File: src/rtl/bitacc_pkg.sv
package bitacc_pkg;
  localparam int XLEN = 32;
  localparam int NREG = 16;
  localparam int IDXW = $clog2(NREG);
  localparam int POSW = $clog2(XLEN);
  localparam logic [7:0] MAJOR_OP = 8'hC7;

  typedef enum logic [1:0] {
    FN_AND  = 2'b00,
    FN_OR   = 2'b01,
    FN_NOR  = 2'b10,
    FN_ANDN = 2'b11
  } fn_e;

  typedef struct packed {
    logic            legal;
    fn_e             fn;
    logic [IDXW-1:0] dst;
    logic [IDXW-1:0] srca;
    logic [IDXW-1:0] srcb;
    logic [POSW-1:0] pa;
    logic [POSW-1:0] pb;
  } dec_t;
endpackage

File: src/rtl/bitacc_decode.sv
module bitacc_decode
  import bitacc_pkg::*;
(
  input  logic [31:0] word,
  output dec_t        dec
);
  localparam int OP_LSB  = 0;
  localparam int A_LSB   = 8;
  localparam int B_LSB   = A_LSB + IDXW;
  localparam int PA_LSB  = B_LSB + IDXW;
  localparam int FN_LSB  = PA_LSB + POSW;
  localparam int PB_LSB  = FN_LSB + 2;
  localparam int DST_LSB = PB_LSB + POSW;

  always_comb begin
    dec.legal = (word[OP_LSB +: 8] == MAJOR_OP);
    dec.fn    = fn_e'(word[FN_LSB +: 2]);
    dec.dst   = word[DST_LSB +: IDXW];
    dec.srca  = word[A_LSB +: IDXW];
    dec.srcb  = word[B_LSB +: IDXW];
    dec.pa    = word[PA_LSB +: POSW];
    dec.pb    = word[PB_LSB +: POSW];
  end
endmodule

File: src/rtl/bitacc_regfile.sv
module bitacc_regfile #(
  parameter int XLEN = 32,
  parameter int NREG = 16,
  localparam int IDXW = $clog2(NREG)
) (
  input  logic            clk,
  input  logic            rst,
  input  logic [IDXW-1:0] ra_idx,
  output logic [XLEN-1:0] ra_data,
  input  logic [IDXW-1:0] rb_idx,
  output logic [XLEN-1:0] rb_data,
  input  logic [IDXW-1:0] rc_idx,
  output logic [XLEN-1:0] rc_data,
  input  logic [IDXW-1:0] rx_idx,
  output logic [XLEN-1:0] rx_data,
  input  logic            we,
  input  logic [IDXW-1:0] waddr,
  input  logic [XLEN-1:0] wdata
);
  logic [XLEN-1:0] mem_q [NREG];

  always_ff @(posedge clk) begin
    if (rst) begin
      for (int i = 0; i < NREG; i++) mem_q[i] <= '0;
    end else if (we) begin
      mem_q[waddr] <= wdata;
    end
  end

  assign ra_data = mem_q[ra_idx];
  assign rb_data = mem_q[rb_idx];
  assign rc_data = mem_q[rc_idx];
  assign rx_data = mem_q[rx_idx];


  write_lands_chk: assert property (@(posedge clk) disable iff (rst)
    we |=> mem_q[$past(waddr)] == $past(wdata));

  for (genvar g = 0; g < NREG; g++) begin : g_rst

    reset_clear_chk: assert property (@(posedge clk)
      rst |=> mem_q[g] == '0);
  end
endmodule

File: src/rtl/bitacc_combine.sv
module bitacc_combine
  import bitacc_pkg::*;
(
  input  logic [XLEN-1:0] a_word,
  input  logic [XLEN-1:0] b_word,
  input  logic [POSW-1:0] pa,
  input  logic [POSW-1:0] pb,
  input  fn_e             fn,
  input  logic [XLEN-1:0] c_old,
  output logic [XLEN-1:0] c_new
);
  logic x_bit, y_bit, f_bit;

  assign x_bit = a_word[pa];
  assign y_bit = b_word[pb];

  always_comb begin
    unique case (fn)
      FN_AND:  f_bit = x_bit & y_bit;
      FN_OR:   f_bit = x_bit | y_bit;
      FN_NOR:  f_bit = ~(x_bit | y_bit);
      FN_ANDN: f_bit = x_bit & ~y_bit;
      default: f_bit = 1'b0;
    endcase
  end

  assign c_new = {c_old[XLEN-1:1], c_old[0] | f_bit};
endmodule

File: src/rtl/bitacc_unit.sv
module bitacc_unit
  import bitacc_pkg::*;
(
  input  logic            clk,
  input  logic            rst,
  input  logic            ins_valid,
  output logic            ins_ready,
  input  logic [31:0]     ins_word,
  output logic            ill_flag,
  input  logic            ld_en,
  input  logic [IDXW-1:0] ld_idx,
  input  logic [XLEN-1:0] ld_data,
  input  logic [IDXW-1:0] rd_idx,
  output logic [XLEN-1:0] rd_data
);
  dec_t            dec;
  logic            accept, exec_we, rf_we;
  logic [IDXW-1:0] rf_waddr;
  logic [XLEN-1:0] rf_wdata, a_word, b_word, c_old, c_new;

  bitacc_decode u_dec (.word(ins_word), .dec(dec));

  bitacc_regfile #(.XLEN(XLEN), .NREG(NREG)) u_rf (
    .clk(clk), .rst(rst),
    .ra_idx(dec.srca), .ra_data(a_word),
    .rb_idx(dec.srcb), .rb_data(b_word),
    .rc_idx(dec.dst),  .rc_data(c_old),
    .rx_idx(rd_idx),   .rx_data(rd_data),
    .we(rf_we), .waddr(rf_waddr), .wdata(rf_wdata)
  );

  bitacc_combine u_cmb (
    .a_word(a_word), .b_word(b_word), .pa(dec.pa), .pb(dec.pb),
    .fn(dec.fn), .c_old(c_old), .c_new(c_new)
  );

  assign ins_ready = ~ld_en;
  assign accept    = ins_valid & ins_ready;
  assign ill_flag  = accept & ~dec.legal;
  assign exec_we   = accept & dec.legal;
  assign rf_we     = ld_en | exec_we;
  assign rf_waddr  = ld_en ? ld_idx : dec.dst;
  assign rf_wdata  = ld_en ? ld_data : c_new;


  sticky_bit0_chk: assert property (@(posedge clk) disable iff (rst)
    (exec_we && c_old[0]) |-> rf_wdata[0]);


  upper_keep_chk: assert property (@(posedge clk) disable iff (rst)
    exec_we |-> rf_wdata[XLEN-1:1] == c_old[XLEN-1:1]);


  load_blocks_chk: assert property (@(posedge clk) disable iff (rst)
    ld_en |-> (!ins_ready && !ill_flag && rf_waddr == ld_idx));


  illegal_nowrite_chk: assert property (@(posedge clk) disable iff (rst)
    ill_flag |-> !rf_we);
endmodule

File: config.mk
export PLATFORM = sky130hd
export DESIGN_NAME = bitacc_unit
export DESIGN_NICKNAME = d
export VERILOG_FILES = /design/src/rtl/bitacc_pkg.sv /design/src/rtl/bitacc_decode.sv /design/src/rtl/bitacc_regfile.sv /design/src/rtl/bitacc_combine.sv /design/src/rtl/bitacc_unit.sv
export SDC_FILE = /design/constraint.sdc
export NUM_CORES = 1
export LEC_CHECK = 0
export ABC_AREA = 1
export BUFFER_PORTS_ARGS = -buffer_cell sky130_fd_sc_hd__buf_2
export CELL_PAD_IN_SITES_DETAIL_PLACEMENT = 1
export CELL_PAD_IN_SITES_GLOBAL_PLACEMENT = 2
export CORE_MARGIN = 5
export CORE_UTILIZATION = 40
export CTS_CLUSTER_DIAMETER = 150
export DETAILED_ROUTE_END_ITERATION = 8
export PLACE_DENSITY_LB_ADDON = 0.1
export RECOVER_POWER = 50
export SYNTH_ARGS = -nofsm -noshare
export SYNTH_HDL_FRONTEND = slang
export SYNTH_SLANG_ARGS = --single-unit
File: constraint.sdc
create_clock -name clk -period 8.3 [get_ports clk]
set_clock_uncertainty 0.15 [all_clocks]
set_input_delay 1.66 -clock clk [delete_from_list [all_inputs] [get_ports clk]]
set_output_delay 1.66 -clock clk [all_outputs]
set_load 0.01 [all_outputs]
# ---- Word-level counts from Yosys, hierarchy flattened
# Memories as Yosys holds them, arrays and structs flattened.
# Index checks and enable logic that the tools add are counted.
dict set report totals {
  reg_bits 0
  latch_bits 0
  mem_bits_rw 512
  rom_bits 0
  out_inout_bits 34
  n_memories 1
}
# memory words word_bits read_ports rd_clocked_by_memory_dff wr line
set memory_table {}
lappend memory_table {u_rf.mem_q 16 32 4 0 16 bitacc_regfile.sv:20} ;# logic [XLEN-1:0] mem_q [NREG];
dict set report op_classes {
  n_addsub 0
  n_mul 0
  n_div 0
  order_cmp 2
  eq_ne 4
  shifts 0
  n_mux 15
  n_bitwise 12
  n_reduce_logical 2
}
# cell n
set op_table {}
lappend op_table {{32-bit 2-to-1 mux} 2}
lappend op_table {{32-bit OR reduction} 1}
lappend op_table {{5-bit by 6-bit < comparator with 1-bit output (second input constant)} 2}
lappend op_table {{1-bit binary-select mux with 5-bit select} 2}
lappend op_table {{8-bit equality test (second input constant)} 1}
lappend op_table {{1-bit 2-to-1 mux} 8}
lappend op_table {{4-bit 2-to-1 mux} 2}
lappend op_table {{1-bit bitwise AND} 5}
lappend op_table {{2-bit equality test (second input constant)} 2}
lappend op_table {{1-bit inverter} 4}
lappend op_table {{1-bit case mux with 4 select lines} 1}
lappend op_table {{1-bit OR} 3}
lappend op_table {{2-bit by 1-bit equality test with 1-bit output (second input constant)} 1}
lappend op_table {{2-bit zero test} 1}

# ---- Depth between registers and ports, before layout
# Gate-level depths: netlist of the first run.
dict set report logic_depth {
  word_depth 9
  ltp_mapped 23
  depth_no_buf 18
}

# ---- Cells and area by module
# From an unflattened synthesis of the first run, not the netlist that was laid out.
dict set report hier_totals {
  cells_unflattened 6455
  hier_area_um2 41049.4
}
# module instances cells_per_inst area_each_um2 seq_area_each_um2
set by_module_without_submodules {}
lappend by_module_without_submodules {bitacc_regfile 1 6100 39283.9 15374.7}
lappend by_module_without_submodules {bitacc_combine 1 200 1062.3 0.0}
lappend by_module_without_submodules {bitacc_unit 1 121 483.0 0.0}
lappend by_module_without_submodules {bitacc_decode 1 34 220.2 0.0}

# ---- Worst setup path after synthesis of the first run
# OpenSTA, ideal clock, no wires.
dict set report synth_path {
  kind {input -> output}
  start {input rd_idx[0]}
  end {output rd_data[11]}
  arrival_ns 3.204
  path_slack_ns 3.286
  path_stages 8
  path_buffers 4
  path_cell_list {clkbuf_1 clkbuf_1 clkbuf_1 clkbuf_1 nor2_1 o221ai_1 o211ai_1 nand2_1}
}
dict set report synth_via {
  elab_chain_len 1
}
# item line
set synth_rtl {}
lappend synth_rtl {{start, declared} bitacc_unit.sv:13} ;# input logic [IDXW-1:0] rd_idx,
lappend synth_rtl {{memory 16 x 32 bit} --}
lappend synth_rtl {{end, declared} bitacc_unit.sv:14} ;# output logic [XLEN-1:0] rd_data
# Every way passes these cells.

==> results.cfg, run 1 <==
[status]
outcome = complete, but fails checks
failed_checks = capacitance limit, slew limit

[global_route]
antenna_found_initial = 2
use_met1_pct = 52.0
grt_max_degree = 150
grtUsageTotal_pct = 39.0
busiest_layer = met2
grt-ovfl-total = 0
grt_pass1_wl_mm = 288
grt_use_met3_pct = 6.90
use_met2_pct = 60.9
grt_pass1_vias = 40700

[layout]
layout.nets = 5211
mostFrequentLayoutCells = nand2_1, nand3_1, nor2_1
fin_area_mm2 = 0.0404
layout_commonest_cell = nand2_1
area_delta_synth_final_pct = 8.06
fin_cells = 6439
top_regs = u_rf.mem_q x512
regMostFlops = u_rf.mem_q
drive_gt1_share_pct = 6.83
largest_reg_flops = 512

[place]
place_area_mm2 = 0.0384
place_congestion = 0.880
port_buffers = 109
dpl.cell_count = 6323
post-dp-hpwl_mm = 116
post-place-ws_ns = 2.02

[clock_network]
worstSkewPairLatency_ns = 0.66
cts_resized = 0
clk_pin_slew_worst_paths_ns = 0.06
cts.path.max_buffers = 3
htreeDepth = 2
postCtsSetupRepairBufs = 0
holdBufCountCts = 0
cts_buffers = 61
cts_sinks = 512
root_buffer = clkbuf_16
cts_tree = done

[sta]
grt_setup_unrepaired = false
maxSlewHeadroom_pct = -7.91
worst_slack_ns = 1.14
fin_crit_ns = 7.16
min_period_over_period_pct = 86.2
fmax_mhz = 140
finalHoldViolCount = 0
worst_slew_pin_slew_ns = 1.61
tns_ns = 0
setup_viol = 0
slew_viol_final = 54

[logic_synthesis]
synth_area_per_cell_um2 = 6.97
syn_area_mm2 = 0.0374
ys_warn_count = 0
seq_area_frac_synth_pct = 41.1
synth.distinct_cells = 31
ys_ff_latch = 512
syn_inst = 5369
synth_fp_nets = 5448

[detailed_routing]
wl_mm = 202
final_antenna_net_count = 0
drt-wirelength-per-cell_um = 31.4
drtIter0Drc = 5800
firstDrtPassIters = 5
drc_errors = 0
via_per_inst = 6.62
num_vias = 42600

[critical_path]
r2r-start = u_rf.mem_q[10][20]
cp_max_fo = 32
end_kind = flop
worstSetupStartpoint = ld_en
crit_type = in2reg
startpoint_type = primary input
r2r-end = u_rf.mem_q[14][0]
cp.arrival_ns = 7.28
r2r_slack_ns = 5.15
rr_worst_depth = 16
required_ns = 8.42

[floorplan]
core_mm2 = 0.0930
die_x_um = 316
num_rows = 112
io_pins = 110
initial_core_util_pct = 40.2
die_y_um = 316
die_area_mm2 = 0.0998

[pwr]
peakVddDrop_uv = 164
power_density_mw_per_mm2 = 185
p_leak_nw = 16.2
finalPower_mw = 7.48

[min_path]
whs_path_depth = 6
hold_class = reg2reg
whs_endpoint = u_rf.mem_q[13][24]
worstHoldStart = u_rf.mem_q[12][24]

[run]
drv_cap = 2
metal layers:
metal,vias to the layer above,wire length [um]
li1,18000,-
met1,21300,79800
met5,-,0
met4,0,12100
met2,2649,89400
met3,630,20600
cell families after synthesis:
| group | after synthesis | synth area share (%) |
|---|---|---|
| AOI/OAI and AO/OA | 946 | 15.0 |
| adders and majority gates | 3 | 0.100 |
| buffers and inverters | 720 | 8.08 |
| DFF | 512 | 41.1 |
| and+or+nand+nor | 3188 | 35.8 |
how the worst max path moves through the flow:
stage	endpoint
after detailed placement	u_rf.mem_q[0][4]
after global placement	u_rf.mem_q[4][6]
after floorplan	rd_data[11]
after global routing	u_rf.mem_q[0][9]
after CTS	rd_data[13]
final	u_rf.mem_q[4][5]
cell usage after synthesis, drive strengths merged:
| master | count | share of area [%] |
|---|---|---|
| clkbuf | 292 | 2.9 |
| a32o | 5 | 0.13 |
| o41ai | 1 | 0.023 |
| nor2 | 881 | 8.9 |
| or2 | 4 | 0.067 |
| buf | 204 | 2.9 |
| o22ai | 50 | 0.84 |
| a21oi | 87 | 1.2 |
| nand3b | 2 | 0.040 |
| nand2 | 1217 | 12 |
| clkinv | 3 | 0.030 |
| ha | 3 | 0.10 |
| o21ai | 581 | 7.8 |
| inv | 221 | 2.2 |
| nand3 | 1077 | 14 |
| o221ai | 178 | 4.2 |
| edfxtp | 512 | 41 |
| nand4 | 7 | 0.12 |
| o211ai | 42 | 0.84 |
| a31oi | 1 | 0.017 |
| o2111ai | 1 | 0.023 |
power breakdown:
part / leakage [nW] / internal [mW] / switching, mW
registers: 5.27 / 2.96 / 0.140
logic: 9.89 / 0.361 / 1.12
clock network: 1.00 / 1.68 / 1.21
per-stage QoR:
step	hold slack, ns	util, %
5_1_grt	0.972	43.5
6_report	0.931	43.5
3_5_place_dp	0.918	41.3
3_3_place_gp	0.870	41.3
4_1_cts	0.932	43.5
2_1_floorplan	0.802	-
worst max-delay path, stage by stage:
cell	delay, ns
buf_2	0.33
clkinvlp_2	1.19
clkbuf_1	0.92
o21ai_0	0.65
inv_1	0.12
nor2_1	0.14
inv_1	0.10
nor2_1	0.69
inv_2	0.61
nand2_4	0.78
cell type report:
cell class	instances	area, um2
antenna	2	5.00
clock buffer	67	1550
clock inverter	47	528
fill	11800	52600
inverter	224	892
multi-input combinational	4137	19200
sequential	512	15400
tap	1254	1570
timing repair buffer	196	1370
Power figures use the tool's default switching activity.
==> run 2: changes to the inputs <==
--- a/config.mk
+++ b/config.mk
@@ -10,11 +10,13 @@
 export CELL_PAD_IN_SITES_DETAIL_PLACEMENT = 1
 export CELL_PAD_IN_SITES_GLOBAL_PLACEMENT = 2
 export CORE_MARGIN = 5
-export CORE_UTILIZATION = 40
+export CORE_UTILIZATION = 38
 export CTS_CLUSTER_DIAMETER = 150
 export DETAILED_ROUTE_END_ITERATION = 8
+export MAX_ROUTING_LAYER = met4
 export PLACE_DENSITY_LB_ADDON = 0.1
 export RECOVER_POWER = 50
 export SYNTH_ARGS = -nofsm -noshare
 export SYNTH_HDL_FRONTEND = slang
+export SYNTH_HIERARCHICAL = 1
 export SYNTH_SLANG_ARGS = --single-unit
==> run 2 against run 1 <==
The flow still finishes with violations (capacitance limit, slew limit). Maximum frequency fell by 1.8%. Largest power group unchanged. Critical endpoint is now u_rf/mem_q[14][17]. Via count is 8.8% higher. First-iteration DRC count up 3.4%. Synthesized area increased by 9.7%. Sequential power shrank 4%. Routed wire length increased by 12%. Sequential share of layout area is 2.4 points lower. Sequential cell count did not move. Die area up 15%. Non-clock buffer count is 14 lower. Combinational power rose by 21%. Critical path depth stayed put.
==> results.cfg, run 2 <==
[place]
port_buffers = 109
post-dp-hpwl_mm = 119
dpl.cell_count = 7468
post-place-ws_ns = 2.34
place_congestion = 0.877

[layout]
top_regs = u_rf/mem_q x512
area_delta_synth_final_pct = 5.17
fin_cells = 7592
drive_gt1_share_pct = 4.84
largest_reg_flops = 512
regMostFlops = u_rf/mem_q
final_core_util_pct = 40.3
mostFrequentLayoutCells = nand2_1, nand3_1, inv_1
layout.nets = 6215
layout_commonest_cell = nand2_1
fillers = 14200

[sta]
min_period_over_period_pct = 87.8
fmax_mhz = 137
maxSlewHeadroom_pct = -207
worst_slack_ns = 1.01
worst_slew_pin_slew_ns = 4.61
tns_ns = 0
setup_viol = 0
slew_viol_final = 700
fin_crit_ns = 7.29
grt_setup_unrepaired = false
finalHoldViolCount = 0

[global_route]
busiest_layer = met2
grt_pass1_wl_mm = 321
grt_use_met3_pct = 6.41
grt_max_degree = 144
use_met1_pct = 51.7
antenna_found_initial = 9
grt-ovfl-total = 0
grtUsageTotal_pct = 38.9
use_met2_pct = 59.0
grt_pass1_vias = 44400

[clock_network]
postCtsSetupRepairBufs = 0
worstSkewPairLatency_ns = 0.65
clk_pin_slew_worst_paths_ns = 0.06
cts_resized = 0
cts.path.max_buffers = 3
cts_buffers = 69
htreeDepth = 3
root_buffer = clkbuf_16
cts_sinks = 512
holdBufCountCts = 0
cts_tree = done

[detailed_routing]
final_antenna_net_count = 0
firstDrtPassIters = 6
wl_mm = 226
drtIter0Drc = 5995
via_per_inst = 6.10
drc_errors = 0
num_vias = 46300
drt-wirelength-per-cell_um = 29.8

[logic_synthesis]
yosysMostFrequentCell = nand2_1
synth_common_cells = nand2_1, nand3_1, inv_1, nor2_1, edfxtp_1
seq_area_frac_synth_pct = 37.5
synthArstFlopShare_pct = 0
synth_ff_type = edfxtp_1
synth.distinct_cells = 21
yosys.area.top_type_share_pct = 37.5
synth_area_per_cell_um2 = 6.36
synthTopCellsByArea = edfxtp_1, nand3_1, nand2_1, inv_1, nor2_1
ys_warn_count = 6
synth_edf_count = 512
syn_area_mm2 = 0.0410
synth_fp_nets = 6534
ys_ff_latch = 512
syn_inst = 6455
synth_top_cell_by_area = edfxtp_1

[min_path]
hold_class = reg2reg
whs_path_depth = 10
worstHoldStart = u_rf/mem_q[15][15]
whs_endpoint = u_rf/mem_q[9][15]

[critical_path]
cp.arrival_ns = 7.35
cp_max_fo = 37
r2r_slack_ns = 4.93
critPathMaxStageDelay_ns = 3.25
r2r-start = u_rf/mem_q[6][5]
rr_worst_depth = 20
startpoint_type = primary input
critPathBufInv = 5
slowest_stage = clkbuf_1
crit_type = in2reg
crit_chain = buf_2 > buf_4 > inv_1 > buf_4 > nand2_1 > nand2_1 > nor3_1 > nand2_1 > clkbuf_1 > nor2_1
crit_family = buffers and inverters
r2r-end = u_rf/mem_q[11][0]
crit_top_cell = nand2_1
required_ns = 8.36
end_kind = flop

[floorplan]
die_area_mm2 = 0.115
num_rows = 120
die_y_um = 339
initial_core_util_pct = 38.3
die_x_um = 339
io_pins = 110
core_mm2 = 0.107

[status]
failed_checks = capacitance limit, slew limit
outcome = complete, but fails checks

[pwr]
finalPower_mw = 7.73
power_density_mw_per_mm2 = 179
p_leak_nw = 20.9
peakVddDrop_uv = 221

[run]
drv_cap = 22
[run 2: metal layers]
| layer | up-vias | share of wire, % | wire length, um |
|---|---|---|---|
| met5 | - | 0 | 0 |
| met4 | 0 | 4.9 | 11200 |
| met3 | 605 | 10 | 22600 |
| met2 | 2747 | 44 | 98600 |
| met1 | 23000 | 41 | 93700 |
| li1 | 20000 | - | - |
[run 2: logic make-up (layout without fill, tap and decap cells)]
kind of cell	Yosys count	count (layout)	share of synthesized area (%)
simple gates	4783	4783	49.5
buf+inv	1156	883	12.9
flops	512	512	37.5
fa+ha+maj	3	3	0.0915
compound gates	1	1	0.0213
other cells	0	7	0
[run 2: report_power, final]
group,switching [mW],internal [mW]
combinational,1.38,0.409
sequential,0.0266,2.95
clock,1.26,1.71
[run 2: layout make-up]
cell class	instances	area, um2	share of cell area (%)
antenna	7	17.5	0.0406
clock inverter	32	243	0.562
tap	1403	1760	4.07
multi-input combinational	4787	20400	47.3
timing repair buffer	182	1210	2.81
clock buffer	85	1870	4.34
sequential	512	15400	35.6
inverter	584	2260	5.24
[run 2: worst min-delay path, delay by kind of cell (launching register included)]
kind | cells | cell delay, ns
flops | 1 | 0.32
buf+inv | 2 | 0.30
simple gates | 8 | 0.60
[run 2: through the flow]
stage | cell area [um2] | hold WS, ns
after floorplan | 41000 | 0.935
after global placement | 41200 | 1.16
after detailed placement | 41200 | 1.17
after CTS | 43300 | 1.19
after global routing | 43200 | 1.30
final | 43200 | 1.16
[run 2: how the worst max path moves through the flow]
| stage | from | end | slack (ns) | cells after the start |
|---|---|---|---|---|
| finish | ld_en | u_rf/mem_q[14][17] | 1.01 | 10 |
| global route | ld_en | u_rf/mem_q[14][17] | 1.27 | 10 |
| global placement | ins_word[9] | u_rf/mem_q[14][0] | 2.32 | 22 |
| CTS | rd_idx[1] | rd_data[22] | 2.40 | 8 |
| detailed placement | ins_word[12] | u_rf/mem_q[11][0] | 2.34 | 22 |
| floorplan | rd_idx[0] | rd_data[11] | 3.93 | 8 |
